==> src/rtl/radio_pwr_pkg.sv <==
package radio_pwr_pkg;

    typedef enum logic [2:0] {
        PM_OFF   = 3'd0,
        PM_WAKE  = 3'd1,
        PM_INIT  = 3'd2,
        PM_IDLE  = 3'd3,
        PM_TX    = 3'd4,
        PM_RX    = 3'd5,
        PM_SLEEP = 3'd6
    } pm_state_e;

    typedef struct packed {
        logic osc_en;
        logic bg_en;
        logic dreg_en;
        logic pll_en;
        logic afe_tx_en;
        logic afe_rx_en;
        logic rst_rel;
        logic clk_pll;
        logic spi_fast;
    } pm_ctl_t;

    typedef struct packed {
        pm_state_e st;
        logic      warm;
        logic      pend;
        logic      pend_rx;
        logic      restore;
        logic      guard;
    } pm_reg_t;

endpackage

==> src/rtl/pwr_wait_cnt.sv <==
module pwr_wait_cnt #(
    parameter int CW = 8
) (
    input  logic          clk,
    input  logic          rst_n,
    input  logic          clr,
    output logic [CW-1:0] cnt
);
    logic [CW-1:0] cnt_d, cnt_q;

    always_comb begin
        if (clr)
            cnt_d = '0;
        else if (cnt_q == {CW{1'b1}})
            cnt_d = cnt_q;
        else
            cnt_d = cnt_q + 1'b1;
    end

    always_ff @(posedge clk or negedge rst_n) begin
        if (!rst_n)
            cnt_q <= '0;
        else
            cnt_q <= cnt_d;
    end

    assign cnt = cnt_q;
endmodule

==> src/rtl/pwr_time_base.sv <==
module pwr_time_base #(
    parameter int TW = 32
) (
    input  logic          clk,
    input  logic          rst_n,
    input  logic          arm,
    input  logic [TW-1:0] tgt_in,
    output logic [TW-1:0] time_o,
    output logic          hit
);
    logic [TW-1:0] time_d, time_q;
    logic [TW-1:0] tgt_d, tgt_q;

    always_comb begin
        time_d = time_q + 1'b1;
        tgt_d  = arm ? tgt_in : tgt_q;
    end

    always_ff @(posedge clk or negedge rst_n) begin
        if (!rst_n) begin
            time_q <= '0;
            tgt_q  <= '0;
        end else begin
            time_q <= time_d;
            tgt_q  <= tgt_d;
        end
    end

    assign time_o = time_q;
    assign hit    = (time_q == tgt_q);
endmodule

==> src/rtl/pwr_out_decode.sv <==
module pwr_out_decode
    import radio_pwr_pkg::*;
(
    input  pm_state_e st,
    output pm_ctl_t   ctl
);
    always_comb begin
        ctl = '0;
        case (st)
            PM_WAKE: begin
                ctl.osc_en = 1'b1;
                ctl.bg_en  = 1'b1;
            end
            PM_INIT: begin
                ctl.osc_en  = 1'b1;
                ctl.bg_en   = 1'b1;
                ctl.dreg_en = 1'b1;
                ctl.pll_en  = 1'b1;
                ctl.rst_rel = 1'b1;
            end
            PM_IDLE, PM_TX, PM_RX: begin
                ctl.osc_en    = 1'b1;
                ctl.bg_en     = 1'b1;
                ctl.dreg_en   = 1'b1;
                ctl.pll_en    = 1'b1;
                ctl.rst_rel   = 1'b1;
                ctl.clk_pll   = 1'b1;
                ctl.spi_fast  = 1'b1;
                ctl.afe_tx_en = (st == PM_TX);
                ctl.afe_rx_en = (st == PM_RX);
            end
            default: ctl = '0;
        endcase
    end
endmodule

==> src/rtl/radio_pwr_seq.sv <==
module radio_pwr_seq
    import radio_pwr_pkg::*;
#(
    parameter int WAKE_CYC  = 76800,
    parameter int GUARD_CYC = 96,
    parameter int TIME_W    = 32
) (
    input  logic              clk,
    input  logic              rst_n,
    input  logic              pwr_good,
    input  logic              seq_en,
    input  logic              clk_sel_xtal,
    input  logic              cmd_tx,
    input  logic              cmd_rx,
    input  logic              cmd_abort,
    input  logic              cmd_sleep,
    input  logic              cmd_reset,
    input  logic              txrx_done,
    input  logic              dly_en,
    input  logic [TIME_W-1:0] dly_target,
    input  logic              sleep_expire,
    input  logic              pll_lock,
    output logic              osc_en,
    output logic              bg_en,
    output logic              dreg_en,
    output logic              pll_en,
    output logic              afe_tx_en,
    output logic              afe_rx_en,
    output logic              rst_out_n,
    output logic              clk_src,
    output logic              spi_fast,
    output logic              spi_guard,
    output logic              restore_pulse,
    output logic [2:0]        state_code,
    output logic [TIME_W-1:0] time_now
);
    localparam int MAX_WAIT = (WAKE_CYC > GUARD_CYC) ? WAKE_CYC : GUARD_CYC;
    localparam int CW       = $clog2(MAX_WAIT + 1);
    localparam logic [CW-1:0] WAKE_LAST  = CW'(WAKE_CYC - 1);
    localparam logic [CW-1:0] GUARD_LAST = CW'(GUARD_CYC - 1);

    pm_reg_t r_d, r_q;
    pm_ctl_t ctl_d, ctl_q;

    logic [CW-1:0] wcnt;
    logic          wclr;
    logic          wcond;
    logic          arm_d;
    logic          hit;
    logic          lock_ok;
    logic          reset_ok;

    pwr_wait_cnt #(.CW(CW)) u_wait (
        .clk   (clk),
        .rst_n (rst_n),
        .clr   (wclr),
        .cnt   (wcnt)
    );

    pwr_time_base #(.TW(TIME_W)) u_time (
        .clk    (clk),
        .rst_n  (rst_n),
        .arm    (arm_d),
        .tgt_in (dly_target),
        .time_o (time_now),
        .hit    (hit)
    );

    pwr_out_decode u_dec (
        .st  (r_d.st),
        .ctl (ctl_d)
    );

    assign lock_ok  = pll_lock && seq_en;
    assign reset_ok = (r_q.st == PM_INIT) || (r_q.st == PM_IDLE) ||
                      (r_q.st == PM_TX)   || (r_q.st == PM_RX);

    // next-state and flag computation
    always_comb begin
        r_d         = r_q;
        r_d.restore = 1'b0;
        arm_d       = 1'b0;
        if (!pwr_good) begin
            r_d.st   = PM_OFF;
            r_d.warm = 1'b0;
            r_d.pend = 1'b0;
        end else if (cmd_reset && reset_ok) begin
            r_d.st      = PM_INIT;
            r_d.pend    = 1'b0;
            r_d.restore = 1'b1;
        end else begin
            case (r_q.st)
                PM_OFF: begin
                    r_d.warm = 1'b0;
                    r_d.st   = PM_WAKE;
                end
                PM_WAKE: begin
                    if (wcnt == WAKE_LAST) begin
                        r_d.st      = PM_INIT;
                        r_d.restore = r_q.warm;
                        r_d.warm    = 1'b0;
                    end
                end
                PM_INIT: begin
                    if (lock_ok && (wcnt == GUARD_LAST))
                        r_d.st = PM_IDLE;
                end
                PM_IDLE: begin
                    if (cmd_abort) begin
                        r_d.pend = 1'b0;
                    end else if (r_q.pend) begin
                        if (hit) begin
                            r_d.st   = r_q.pend_rx ? PM_RX : PM_TX;
                            r_d.pend = 1'b0;
                        end
                    end else if (clk_sel_xtal && !seq_en) begin
                        r_d.st = PM_INIT;
                    end else if (cmd_sleep) begin
                        r_d.st = PM_SLEEP;
                    end else if (cmd_tx || cmd_rx) begin
                        if (dly_en) begin
                            r_d.pend    = 1'b1;
                            r_d.pend_rx = !cmd_tx;
                            arm_d       = 1'b1;
                        end else begin
                            r_d.st = cmd_tx ? PM_TX : PM_RX;
                        end
                    end
                end
                PM_TX, PM_RX: begin
                    if (txrx_done || cmd_abort)
                        r_d.st = PM_IDLE;
                end
                PM_SLEEP: begin
                    if (sleep_expire) begin
                        r_d.st   = PM_WAKE;
                        r_d.warm = 1'b1;
                    end
                end
                default: begin
                    r_d.st   = PM_OFF;
                    r_d.warm = 1'b0;
                    r_d.pend = 1'b0;
                end
            endcase
        end
        r_d.guard = ((r_d.st == PM_INIT) && lock_ok) ||
                    ((r_q.st == PM_INIT) && (r_d.st == PM_IDLE));
    end

    assign wcond = (r_q.st == PM_WAKE) || ((r_q.st == PM_INIT) && lock_ok);
    assign wclr  = !wcond || (r_d.st != r_q.st) || r_d.restore;

    always_ff @(posedge clk or negedge rst_n) begin
        if (!rst_n) begin
            r_q   <= '{st: PM_OFF, default: 1'b0};
            ctl_q <= '0;
        end else begin
            r_q   <= r_d;
            ctl_q <= ctl_d;
        end
    end

    assign osc_en        = ctl_q.osc_en;
    assign bg_en         = ctl_q.bg_en;
    assign dreg_en       = ctl_q.dreg_en;
    assign pll_en        = ctl_q.pll_en;
    assign afe_tx_en     = ctl_q.afe_tx_en;
    assign afe_rx_en     = ctl_q.afe_rx_en;
    assign rst_out_n     = ctl_q.rst_rel;
    assign clk_src       = ctl_q.clk_pll;
    assign spi_fast      = ctl_q.spi_fast;
    assign spi_guard     = r_q.guard;
    assign restore_pulse = r_q.restore;
    assign state_code    = r_q.st;
endmodule

==> config.mk <==
export PLATFORM = sky130hd
export DESIGN_NAME = radio_pwr_seq
export DESIGN_NICKNAME = d
export VERILOG_FILES = /design/src/rtl/radio_pwr_pkg.sv /design/src/rtl/pwr_wait_cnt.sv /design/src/rtl/pwr_time_base.sv /design/src/rtl/pwr_out_decode.sv /design/src/rtl/radio_pwr_seq.sv
export SDC_FILE = /design/constraint.sdc
export NUM_CORES = 1
export LEC_CHECK = 0
export BUFFER_PORTS_ARGS = -buffer_cell sky130_fd_sc_hd__buf_4
export CAP_MARGIN = 20
export CORE_UTILIZATION = 35
export CTS_CLUSTER_DIAMETER = 60
export DETAILED_ROUTE_END_ITERATION = 8
export PLACE_DENSITY_LB_ADDON = 0.05
export SLEW_MARGIN = 10
export SYNTH_ARGS = -nofsm -noshare
export SYNTH_HDL_FRONTEND = slang
export SYNTH_SLANG_ARGS = --single-unit
export TNS_END_PERCENT = 1
==> constraint.sdc <==
create_clock -name clk -period 2.8 [get_ports clk]
set_input_delay 0.28 -clock clk [delete_from_list [all_inputs] [get_ports clk]]
set_output_delay 0.28 -clock clk [all_outputs]
set_load 0.1 [all_outputs]
==> out/summary.txt, run 1 <==
Outcome: complete, no violations
Met3 Use GR: 3.605%
1st-iter DRT viols: 148
Crit path time final: 2481 ps
Row count: 41
GRT met2 Usage: 27.69%
Starting density of the core: 36.37%
Pre-CTS setup slack: 77.27 ps
Initial DRT Pass Iterations: 4
Pwr/cell area: 484.6 nW/um^2
Crit end category: register
Slew @ Worst Pin: 666.5 ps
Vias/cell: 4.805
Synth top area share: 50.63%
Total wire length after detailed routing: 10870 um
Die Area: 13740 um^2
Antenna violations before repair: 0
Post-DR wirelength/cell: 15.57 um
Final setup margin: 319.2 ps
Fin cells: 698
Design area: 5866 um^2
CTS Buf Count: 9
Vias in the first global route: 3406
Dpl hpwl: 8090 um
# setup viols final: 0
CP Class: register to register
CTS tree: built
CP startpoint kind: register
Hold Vio Cnt, Final: 0
RSZ-0062 raised after global routing: no
Worst IR Drop VDD: 0.0002623 V
Cell count after synthesis: 421
Yosys warning count: 0
Antenna viol nets, final: 0
Hold WC Path Type: primary input to register
GR peak layer: met2
Placed insts: 681
Crit path arrival time: 2710 ps
Maximum root-to-sink buffer count: 2
Register bit total from synthesis: 94
CP required: 3030 ps
Share of layout cells above drive strength 1: 30.42%
CP max FO: 17
Width of the die: 117.2 um
# DRC: 0
CTS root buffer: clkbuf_16
Period utilisation layout: 88.60%
Ant. Diodes: 0
Total core area: 12770 um^2
IO Port Bufs: 91
WHS: 146.7 ps
Ys async rst share: 100.0%
Synth top cells by count: dfrtp_1, xor2_1, nor2_1, mux2_2, nand2_1
Final net count: 570
Detailed-route via count: 3354
Final setup TNS: 0 ps
Syn Nets: 470
Placed cell area: 5540 um^2
H-tree Lvls: 3
Area growth from synthesis to layout: 26.26%
Synth top area cells: dfrtp_1, xor2_1, mux2_2
Top-count cell post-synth: dfrtp_1
GP Congestion: 0.7892
GR Util All Layers: 17.71%
Clock Skew: 8.755 ps
Yosys cell types: 49
Skew-Pair Late Insertion Delay: 350 ps
Routing usage on met1: 23.58%
Postcts setup bufs: 0
Global-route wire length before repair: 17980 um
Max Slew Vio Count: 0
Pleak: 3.033 nW
Util after Layout: 45.92%
Ports: 92
Largest net degree at the start of global routing: 52
Max-slew headroom: 55.57%
CTS sink count: 94
DIE HEIGHT: 117.2 um
Synth Flop Type: dfrtp_1
Number of enable flip-flop cells after synthesis: 0
Seq/Total Area, Yosys: 50.63%
Max Fclk: 0.4031 GHz
Max-Cap Viols: 0
Synth area leader: dfrtp_1
Final Power: 2.843 mW
Reg clk slew, reported paths: 60 ps
Total grt overflow: 0
Mean post-synth cell area: 11.03 um^2
Post-Syn Area: 4646 um^2
-- cell type report --
| class | instances | area [um^2] |
|---|---|---|
| timing repair buffer | 105 | 790.8 |
| sequential | 94 | 2352 |
| multi-input combinational | 301 | 2161 |
| fill | 1249 | 6908 |
| inverter | 10 | 37.54 |
| clock inverter | 3 | 68.82 |
| tap | 172 | 215.2 |
| clock buffer | 13 | 240.2 |
-- where the power goes --
group          internal [mW]  switching [mW]  total (mW)
clock                  0.786           0.510        1.30
combinational         0.0728          0.0957       0.169
sequential              1.37          0.0106        1.38
total                   2.23           0.616        2.84
-- per-layer routing --
| layer | routed length (um) | vias to the layer above |
|---|---|---|
| met2 | 5152 | 61 |
| met5 | 0 | - |
| met4 | 205 | 0 |
| met1 | 5105 | 1631 |
| met3 | 407 | 12 |
| li1 | - | 1650 |
-- sequential cells by signal, indices dropped and copies added (netlist names) --
register	count
u_time.time_o	32
afe_tx_en	1
u_time.tgt_q	32
bg_en	1
restore_pulse	1
clk_src	1
u_wait.cnt	17
afe_rx_en	1
state_code	3
spi_guard	1
dreg_en	1
r_q	3
-- critical path: stages (launching register included) --
cell and delay [ps]:
dfrtp_1 450, xor2_1 200, nor4_2 450, nand4_1 240, o211ai_1 220, nand3_1 140, nand2_2 110, inv_2 70
o221ai_4 140, buf_4 250, nor2_1 80
-- layout by cell type (no fill, tap or decap), types with 7 or more instances in the layout --
cell       count
inv_1          9
buf_4        104
a21oi_1        7
nor2_1        38
and3_1        11
nand2_1       32
nor4_1        10
nand3_1       19
clkbuf_16      9
nand4_1        9
xor2_1        51
mux2_2        32
dfrtp_1       94
xnor2_1       26
and4_1         8
-- timing repair --
action / in CTS / in global routing
hold buffers: 1 / 0
endpoints found under the setup margin: 0 / 17
endpoints found under the hold margin: 44 / 0
gates resized for setup: 0 / 1
-- final timing paths --
check,from,endpoint,slack (ps),cells past startpoint
worst max-delay path,u_time.time_o[11]$_DFF_PN0_,u_wait.cnt[5]$_DFFE_PN0P_,320,10
worst min-delay path,cmd_tx,r_q[2]$_DFFE_PN0P_,150,2
worst max register to register,u_time.time_o[11]$_DFF_PN0_,u_wait.cnt[5]$_DFFE_PN0P_,320,10
worst min register to register,r_q[2]$_DFFE_PN0P_,r_q[2]$_DFFE_PN0P_,480,2
max in group asynchronous,rst_n,u_time.tgt_q[0]$_DFFE_PN0P_,1510,3
min in group asynchronous,rst_n,spi_guard$_DFF_PN0_,510,2
-- cell families after synthesis --
logic type / after synthesis / synth area share, %
AOI/OAI and AO/OA: 29 / 4.794
xor gates and xnor gates: 77 / 14.52
adders and majority gates: 3 / 0.8081
buffers and inverters: 26 / 2.989
DFF: 94 / 50.63
muxes: 35 / 8.403
and+or+nand+nor: 157 / 17.86
Note: power is estimated with default switching activity, not from simulation.
==> run 2, diff against run 1 <==
==> constraint.sdc (replaced) <==
create_clock -name clk -period 2.8 [get_ports clk]
set_input_delay 0.14 -clock clk [delete_from_list [all_inputs] [get_ports clk]]
set_output_delay 0.14 -clock clk [all_outputs]
set_load 0.1 [all_outputs]
==> out/summary.txt, run 2 (synthesis results as in run 1) <==
Outcome: complete, no violations
Commonest cells after routing, fill and taps aside: buf_4, dfrtp_1, xor2_1
CTS sink count: 94 (unchanged)
Slew @ Worst Pin: 581.3 ps (-85.21 ps)
Die Area: 13740 um^2 (unchanged)
Pleak: 3.017 nW (-0.52%)
Routed met1 length: 5062 um (-0.84%)
DIE HEIGHT: 117.2 um (unchanged)
Top Layer Used: met4
Global-route wire length before repair: 17760 um (-1.2%)
Width of the die: 117.2 um (unchanged)
CP max FO: 17 (unchanged)
Antenna viol nets, final: 0 (unchanged)
Largest net degree at the start of global routing: 45 (-13%)
# setup viols final: 0 (unchanged)
Pwr/cell area: 460.3 nW/um^2 (-5.0%)
Post-DR wirelength/cell: 15.36 um (-1.4%)
Hold Vio Cnt, Final: 0 (unchanged)
Vias/cell: 4.822 (+0.36%)
RSZ-0062 raised after global routing: no
Starting density of the core: 36.37% (unchanged)
Detailed-route via count: 3366 (+0.36%)
GR Util All Layers: 17.38% (-0.33 points)
Placed insts: 681 (unchanged)
1st-iter DRT viols: 158 (+6.8%)
Period utilisation layout: 89.41% (+0.81 points)
Vias in the first global route: 3369 (-1.1%)
Antenna violations before repair: 0 (unchanged)
Final setup TNS: 0 ps (unchanged)
Total grt overflow: 0 (unchanged)
Maximum root-to-sink buffer count: 2 (unchanged)
Detail Route met3 WL: 465 um (+14%)
Slowest cell delay on critical path: 470 ps (+20 ps)
Row count: 41 (unchanged)
Hold WC Path Type: primary input to register
Dpl hpwl: 7894 um (-2.4%)
CP required: 3030 ps (about the same)
Postcts setup bufs: 0 (unchanged)
CP Class: register to register
Most common cell after layout, fill and taps aside: buf_4
CP startpoint kind: register
Total core area: 12770 um^2 (unchanged)
Ant. Diodes: 0 (unchanged)
Max Fclk: 0.3994 GHz (-0.91%)
CTS tree: built
Max Slew Vio Count: 0 (unchanged)
Initial DRT Pass Iterations: 5 (+1)
# DRC: 0 (unchanged)
Ports: 92 (unchanged)
CTS Buf Count: 9 (unchanged)
Clock Skew: 8.884 ps (+0.1290 ps)
Met2 wire length: 5020 um (-2.6%)
Crit path arrival time: 2730 ps (+20 ps)
Share of layout cells above drive strength 1: 30.80% (+0.38 points)
Final net count: 570 (unchanged)
Fin cells: 698 (unchanged)
Crit path time final: 2504 ps (+22.78 ps)
Worst IR Drop VDD: 0.0003239 V (+23%)
Crit end category: register
Slowest library cell on the worst path: dfrtp_1
Area growth from synthesis to layout: 25.40%
Max-slew headroom: 61.25% (+5.7 points)
Worst-path cell chain: xor2_1 > nor4_1 > nand4_1 > o211ai_1 > nand3_1 > nand2_2 > inv_2 > o221ai_4 > buf_4 > nor2_1
Total wire length after detailed routing: 10720 um (-1.4%)
IO Port Bufs: 91 (unchanged)
Reg clk slew, reported paths: 70 ps (about the same)
Max-Cap Viols: 0 (unchanged)
WP buf/inv: 2 (unchanged)
H-tree Lvls: 3 (unchanged)
GP Congestion: 0.7805 (-1.1%)
Skew-Pair Late Insertion Delay: 350 ps (about the same)
Top Family by Delay on Critical Path: simple AND/OR/NAND/NOR gates
CTS root buffer: clkbuf_16
## run 2: cell type report
class / count / area [um^2]
Multi-Input combinational cell: 301 / 2161
Sequential cell: 94 / 2352
Clock buffer: 12 / 246.5
Inverter: 10 / 37.54
Timing Repair Buffer: 105 / 790.8
Tap cell: 172 / 215.2
Clock inverter: 4 / 22.52
Fill cell: 1243 / 6948
## run 2: worst paths after layout
kind	depth (start not counted)	end	slack [ps]	from
worst max register to register	10	u_wait.cnt[1]$_DFFE_PN0P_	300	u_time.time_o[7]$_DFF_PN0_
worst max-delay path	10	u_wait.cnt[1]$_DFFE_PN0P_	300	u_time.time_o[7]$_DFF_PN0_
max in group asynchronous	3	u_time.time_o[2]$_DFF_PN0_	1730	rst_n
min in group asynchronous	2	dreg_en$_DFF_PN0_	340	rst_n
worst min register to register	2	r_q[2]$_DFFE_PN0P_	490	r_q[2]$_DFFE_PN0P_
worst min-delay path	2	r_q[2]$_DFFE_PN0P_	20	cmd_tx
## run 2: timing repair
action | CTS | global route
gates resized for setup | 0 | 1
hold buffers | 1 | 0
endpoints found under the hold margin | 41 | 0
endpoints found under the setup margin | 0 | 17
## run 2: where the power goes
group | internal (mW) | total [mW] | switching (mW)
Clock | 0.622 | 1.13 | 0.512
Sequential | 1.37 | 1.38 | 0.0104
Combinational | 0.0728 | 0.169 | 0.0958
Total | 2.06 | 2.68 | 0.619
## run 2: per-layer routing
metal	track usage [%]	vias to the layer above
met1	23.61	1632
met3	3.605	12
met5	0	-
met4	7.089	0
met2	27.02	67
li1	-	1655
## run 2: per-stage QoR
step           total power, mW  hold WS, ps  util, %  setup slack [ps]  area [um^2]
6_report                 2.682        18.04    45.61             296.4         5826
3_5_place_dp             1.575        182.8    43.37             51.65         5540
2_1_floorplan            1.474       -155.6        -             175.6         4646
4_1_cts                  2.728        3.213    45.56             32.26         5819
3_3_place_gp             1.573        182.8    43.37             33.55         5540
5_1_grt                  2.808        14.57    45.61             73.85         5826
